==> src/rtl/raster_irq_pkg.sv <==
package raster_irq_pkg;

  // Strobes passed from control to datapath each cycle
  typedef struct packed {
    logic lineStep;   // hsync trailing edge seen
    logic resync;     // delay expires on this line step
    logic ack;        // CPU acknowledge
    logic zap;        // software count clear
  } ctrlStrobes_t;

endpackage

==> src/rtl/raster_sync_edge.sv <==
module raster_sync_edge #(
  parameter bit RISING = 1'b1
) (
  input  logic clk,
  input  logic sigIn,
  output logic edgeOut
);

  logic sigDly;

  // Sampled every clock, also during reset, so the edge is valid at once
  always_ff @(posedge clk) begin
    sigDly <= sigIn;
  end

  generate
    if (RISING) begin : g_rise
      assign edgeOut = sigIn & ~sigDly;
    end else begin : g_fall
      assign edgeOut = sigDly & ~sigIn;
    end
  endgenerate

endmodule

==> src/rtl/raster_irq_ctrl.sv <==
module raster_irq_ctrl
  import raster_irq_pkg::*;
#(
  parameter int DELAY_LOAD = 2,
  localparam int DELAY_W = $clog2(DELAY_LOAD + 1)
) (
  input  logic               clk,
  input  logic               rst,
  input  logic               hsyncIn,
  input  logic               vsyncIn,
  input  logic               intAck,
  input  logic               cntClear,
  output ctrlStrobes_t       strobes,
  output logic [DELAY_W-1:0] delayCnt
);

  logic hsFall;
  logic vsRise;
  logic [DELAY_W-1:0] delayNext;

  raster_sync_edge #(.RISING(1'b0)) hsEdge_i (
    .clk(clk), .sigIn(hsyncIn), .edgeOut(hsFall)
  );

  raster_sync_edge #(.RISING(1'b1)) vsEdge_i (
    .clk(clk), .sigIn(vsyncIn), .edgeOut(vsRise)
  );

  always_comb begin
    delayNext = delayCnt;
    if (hsFall && delayCnt != '0) delayNext = delayCnt - 1'b1;
    // A new frame start reloads after any decrement in the same cycle
    if (vsRise) delayNext = DELAY_W'(DELAY_LOAD);
  end

  always_ff @(posedge clk) begin
    if (rst) delayCnt <= '0;
    else     delayCnt <= delayNext;
  end

  always_comb begin
    strobes.lineStep = hsFall;
    strobes.resync   = hsFall && (delayCnt == DELAY_W'(1));
    strobes.ack      = intAck;
    strobes.zap      = cntClear;
  end

endmodule

==> src/rtl/raster_irq_dpath.sv <==
module raster_irq_dpath
  import raster_irq_pkg::*;
#(
  parameter int WRAP_AT   = 52,
  parameter int LOW_LIMIT = 32,
  parameter int ACK_BIT   = 5,
  localparam int LINE_W = $clog2(WRAP_AT)
) (
  input  logic              clk,
  input  logic              rst,
  input  ctrlStrobes_t      strobes,
  output logic [LINE_W-1:0] lineCnt,
  output logic              irqOut
);

  logic [LINE_W:0]   incWide;
  logic [LINE_W-1:0] stepped;
  logic [LINE_W-1:0] lineNext;
  logic              wrapHit;
  logic              lowHit;
  logic              raiseReq;

  always_comb begin
    incWide  = {1'b0, lineCnt} + 1'b1;
    wrapHit  = strobes.lineStep && (incWide == (LINE_W+1)'(WRAP_AT));
    stepped  = lineCnt;
    if (strobes.lineStep) stepped = wrapHit ? '0 : incWide[LINE_W-1:0];
    lowHit   = strobes.resync && ({1'b0, stepped} < (LINE_W+1)'(LOW_LIMIT));
    raiseReq = wrapHit || lowHit;

    lineNext = strobes.resync ? '0 : stepped;
    if (strobes.ack) lineNext[ACK_BIT] = 1'b0;
    if (strobes.zap) lineNext = '0;
  end

  always_ff @(posedge clk) begin
    if (rst) begin
      lineCnt <= '0;
      irqOut  <= 1'b0;
    end else begin
      lineCnt <= lineNext;
      if (raiseReq)         irqOut <= 1'b1;
      else if (strobes.ack) irqOut <= 1'b0;
    end
  end

endmodule

==> src/rtl/raster_irq_gen.sv <==
module raster_irq_gen
  import raster_irq_pkg::*;
#(
  parameter int WRAP_AT    = 52,
  parameter int LOW_LIMIT  = 32,
  parameter int ACK_BIT    = 5,
  parameter int DELAY_LOAD = 2
) (
  input  logic clk,
  input  logic rst,
  input  logic hsyncIn,
  input  logic vsyncIn,
  input  logic intAck,
  input  logic cntClear,
  output logic irqOut
);

  localparam int LINE_W  = $clog2(WRAP_AT);
  localparam int DELAY_W = $clog2(DELAY_LOAD + 1);

  ctrlStrobes_t        strobes;
  logic [LINE_W-1:0]   lineCnt;
  logic [DELAY_W-1:0]  delayCnt;

  raster_irq_ctrl #(.DELAY_LOAD(DELAY_LOAD)) ctrl_i (
    .clk(clk), .rst(rst), .hsyncIn(hsyncIn), .vsyncIn(vsyncIn),
    .intAck(intAck), .cntClear(cntClear),
    .strobes(strobes), .delayCnt(delayCnt)
  );

  raster_irq_dpath #(
    .WRAP_AT(WRAP_AT), .LOW_LIMIT(LOW_LIMIT), .ACK_BIT(ACK_BIT)
  ) dpath_i (
    .clk(clk), .rst(rst), .strobes(strobes),
    .lineCnt(lineCnt), .irqOut(irqOut)
  );

endmodule

==> config.mk <==
export PLATFORM = sky130hd
export DESIGN_NAME = raster_irq_gen
export DESIGN_NICKNAME = d
export VERILOG_FILES = /design/src/rtl/raster_irq_pkg.sv /design/src/rtl/raster_sync_edge.sv /design/src/rtl/raster_irq_ctrl.sv /design/src/rtl/raster_irq_dpath.sv /design/src/rtl/raster_irq_gen.sv
export SDC_FILE = /design/constraint.sdc
export NUM_CORES = 1
export LEC_CHECK = 0
export BUFFER_PORTS_ARGS = -buffer_cell sky130_fd_sc_hd__buf_2
export CAP_MARGIN = 30
export CORE_AREA = 2 2 39 41
export CTS_BUF_LIST = sky130_fd_sc_hd__clkbuf_4 sky130_fd_sc_hd__clkbuf_8
export DETAILED_ROUTE_END_ITERATION = 10
export DIE_AREA = 0 0 41 43
export GPL_TIMING_DRIVEN = 0
export HOLD_SLACK_MARGIN = 0.06
export PLACE_DENSITY = 0.66
export SETUP_SLACK_MARGIN = 0.1
export SLEW_MARGIN = 20
export SYNTH_ARGS = -nofsm -noshare
export SYNTH_HDL_FRONTEND = slang
export SYNTH_SLANG_ARGS = --single-unit
==> constraint.sdc <==
create_clock -name clk -period 1.4 [get_ports clk]
set_input_delay 0.21 -clock clk [delete_from_list [all_inputs] [get_ports clk]]
set_output_delay 0.21 -clock clk [all_outputs]
set_load 0.01 [all_outputs]
==> metrics.txt <==
# TYPE chip_impl_metric gauge
chip_impl_metric{name="layout-area-overhead-vs-synth",unit="%"} 49.1
chip_impl_metric{name="grt_start_max_net_pins",unit=""} 8
chip_impl_metric{name="worstMarginPinSlew",unit="ps"} 269
chip_impl_metric{name="io_pins",unit=""} 7
chip_impl_metric{name="fp.dieArea",unit="µm²"} 1760
chip_impl_metric{name="antenna_found_initial",unit=""} 0
chip_impl_metric{name="n_fill_cell",unit=""} 114
chip_impl_metric{name="ctsHtreeMaxLevel",unit=""} 1
chip_impl_metric{name="cp.arrival",unit="ps"} 1590
chip_impl_metric{name="place.port_buffers",unit=""} 6
chip_impl_metric{name="first_global_vias",unit=""} 513
chip_impl_metric{name="num_rows",unit=""} 14
chip_impl_metric{name="setup_viol",unit=""} 0
chip_impl_info{name="run_status",value="finished clean"} 1
chip_impl_metric{name="finalNetCount",unit=""} 93
chip_impl_info{name="rsz0062_at_grt",value="true"} 1
chip_impl_metric{name="die_w",unit="µm"} 41
chip_impl_metric{name="drive_gt1_share",unit="%"} 51.2
chip_impl_metric{name="final_core_utilization",unit="%"} 63.4
chip_impl_metric{name="worst_hold_check_slack",unit="ps"} 88.9
chip_impl_metric{name="drt_pre_antenna_iters",unit=""} 4
chip_impl_metric{name="antenna-diode-count",unit=""} 0
chip_impl_metric{name="synth-seq-area-share",unit="%"} 37.4
chip_impl_metric{name="maxClockFrequency",unit="MHz"} 724
chip_impl_metric{name="postSynthNetCount",unit=""} 74
chip_impl_metric{name="hold_violation_total_from_the_final_report",unit=""} 0
chip_impl_metric{name="multi_input_comb_area",unit="µm²"} 472
chip_impl_metric{name="drt_drc_violations_left",unit=""} 0
chip_impl_metric{name="syn-cell-area",unit="µm²"} 588
chip_impl_info{name="hold_path.class",value="in2reg"} 1
chip_impl_metric{name="static-leakage-power",unit="nW"} 0.309
chip_impl_metric{name="place_ws",unit="ps"} -25.0
chip_impl_metric{name="syn_area_per_cell",unit="µm²"} 9.19
chip_impl_metric{name="globalplace.congestion",unit=""} 0.711
chip_impl_metric{name="wl_per_cell",unit="µm"} 14.4
chip_impl_info{name="crit_path_cell_trace",value="inv_2 -> ha_4 -> a211o_4 -> or3_4 -> o21ai_2"} 1
chip_impl_metric{name="die_height",unit="µm"} 43
chip_impl_metric{name="cts_buffers",unit=""} 3
chip_impl_metric{name="first_pass_grt_wire_length",unit="µm"} 2100
chip_impl_metric{name="worstPathMaxFanout",unit=""} 4
chip_impl_metric{name="routedLengthMet1",unit="µm"} 561
chip_impl_metric{name="met2_wirelength",unit="µm"} 778
chip_impl_metric{name="final-max-slew-violation-count",unit=""} 0
chip_impl_metric{name="period_share",unit="%"} 98.6
chip_impl_info{name="critical_setup_path_class",value="reg2reg"} 1
chip_impl_info{name="top_layer",value="met4"} 1
chip_impl_metric{name="critical-path-max-stage-delay",unit="ps"} 350
chip_impl_metric{name="netlist-cell-type-count",unit=""} 28
chip_impl_metric{name="cap_violations",unit=""} 0
chip_impl_info{name="setup.worst_path.end_class",value="flop"} 1
chip_impl_info{name="layout_common_cells",value="sky130_fd_sc_hd__buf_2, sky130_fd_sc_hd__dfxtp_1"} 1
chip_impl_metric{name="grt_remaining_overflow",unit=""} 0
chip_impl_metric{name="relSlewSlack",unit="%"} 82.0
chip_impl_metric{name="final_cell_count_no_fill",unit=""} 98
chip_impl_metric{name="initial_core_util",unit="%"} 42.5
chip_impl_metric{name="critPathRequiredTime",unit="ps"} 1610
chip_impl_info{name="crit_path_top_delay_cell",value="sky130_fd_sc_hd__a211o_4"} 1
chip_impl_metric{name="register_area",unit="µm²"} 233
chip_impl_metric{name="clock_latency",unit="ps"} 270
chip_impl_metric{name="count_of_vias_placed_by_the_detailed_router",unit=""} 533
chip_impl_info{name="setup.worst_path.start_class",value="flop"} 1
chip_impl_metric{name="ctsLongestPathBuffers",unit=""} 2
chip_impl_metric{name="via_per_inst",unit=""} 5.44
chip_impl_metric{name="clock-sinks",unit=""} 11
chip_impl_metric{name="yosys_register_bits",unit=""} 11
chip_impl_metric{name="finalCriticalPeriod",unit="ps"} 1380
chip_impl_metric{name="totalWireLength",unit="µm"} 1420
chip_impl_metric{name="worst_slack",unit="ps"} 19.4
chip_impl_info{name="cts_tree",value="yes"} 1
chip_impl_metric{name="finClkSkew",unit="ps"} 0.450
chip_impl_info{name="clk_root_buffer_cell",value="sky130_fd_sc_hd__clkbuf_4"} 1
chip_impl_metric{name="floorplan.core_area",unit="µm²"} 1380
chip_impl_metric{name="pwr_density_cell",unit="nW/µm²"} 744
chip_impl_metric{name="dp.cells",unit=""} 86
chip_impl_metric{name="max-vdd-ir-drop",unit="mV"} 0.480
chip_impl_metric{name="ant_nets",unit=""} 0
chip_impl_metric{name="grt_usage",unit="%"} 18.5
chip_impl_info{name="mostFrequentLayoutCell",value="sky130_fd_sc_hd__buf_2"} 1
chip_impl_metric{name="drt_first_iter_violations",unit=""} 15
chip_impl_metric{name="worst_setup_hold_path_clk_slew",unit="ps"} 70
chip_impl_metric{name="post_synthesis_cells",unit=""} 64
chip_impl_metric{name="placement.cell_area",unit="µm²"} 638
chip_impl_metric{name="synthesis.yosys.warnings",unit=""} 0
chip_impl_metric{name="finalInstanceArea",unit="µm²"} 877
chip_impl_metric{name="totalNegativeSetupSlack",unit="ps"} 0
chip_impl_metric{name="met3_wirelength",unit="µm"} 28
chip_impl_metric{name="design_power_total",unit="mW"} 0.652
cell families (layout without fill, tap and decap cells):
group	count (synthesis)	count (layout)	share of synthesized area, %
xor+xnor	5	5	7.45
fa+ha+maj	4	4	8.51
flops	11	11	37.4
simple gates	29	29	28.3
compound gates	10	10	11.7
mux	2	2	3.40
buf+inv	3	21	3.19
synthesized netlist by cell type, drive strengths merged:
cell / number / area share [%]
ha: 4 / 8.5
nor2b: 4 / 4.3
nand2: 3 / 1.9
mux2i: 2 / 3.4
buf: 1 / 1.9
nand4b: 2 / 3.0
or3: 2 / 2.1
a21oi: 2 / 1.7
or2b: 1 / 1.3
nor3: 1 / 0.85
nand3b: 1 / 1.3
o21ai: 3 / 3.2
inv: 2 / 1.3
a211oi: 1 / 1.3
a211o: 1 / 1.5
nor3b: 1 / 1.3
nand3: 6 / 5.1
o22ai: 1 / 1.1
and2: 2 / 2.1
o21bai: 1 / 1.3
dfxtp: 11 / 37
o21ba: 1 / 1.7
and3: 2 / 2.1
xor2: 2 / 3.0
xnor2: 3 / 4.5
nor2: 3 / 1.9
nor4: 1 / 1.1
routing by layer:
| metal | GRT usage, % | vias to the layer above |
|---|---|---|
| met5 | 0 | - |
| met4 | 14.0 | 0 |
| met3 | 3.14 | 5 |
| met2 | 30.6 | 10 |
| met1 | 19.2 | 255 |
| li1 | - | 263 |
registers in the layout (all words and copies together), names as in the netlist:
| name | count |
|---|---|
| ctrl_i.delayCnt | 2 |
| dpath_i.irqOut | 1 |
| dpath_i.lineCnt | 6 |
| ctrl_i.hsEdge_i.sigDly | 1 |
| ctrl_i.vsEdge_i.sigDly | 1 |
timing repair:
item / in CTS / in global routing
pin swaps: 3 / 5
gates resized for setup: 20 / 16
hold endpoints to repair: 1 / 0
hold buffers: 1 / 0
buffers inserted: 5 / 3
setup endpoints to repair: 4 / 7
power breakdown:
| group | switching, mW | internal, mW |
|---|---|---|
| logic | 0.0415 | 0.0469 |
| clock network | 0.109 | 0.130 |
| registers | 0.00593 | 0.319 |
cell type report:
| cell class | instances | share of cell area, % |
|---|---|---|
| Inverter | 2 | 0.856 |
| Clock buffer | 4 | 3.42 |
| Sequential cell | 11 | 26.5 |
| Multi-Input combinational cell | 50 | 53.8 |
| Timing Repair Buffer | 15 | 13.1 |
| Tap cell | 16 | 2.28 |
worst paths after layout:
check	start	to	slack, ps	cells after the start
max	ctrl_i.delayCnt[1]	dpath_i.lineCnt[0]	20	5
min	hsyncIn	ctrl_i.hsEdge_i.sigDly	90	1
max reg2reg	ctrl_i.delayCnt[1]	dpath_i.lineCnt[0]	20	5
min reg2reg	dpath_i.lineCnt[2]	dpath_i.lineCnt[2]	490	2
critical path, delay by kind of cell, from the launching register on:
family	cells	cell delay (ps)
fa+ha+maj	1	150
buf+inv	1	50
flops	1	320
compound gates	2	450
simple gates	1	340
Power figures use the tool's default switching activity.
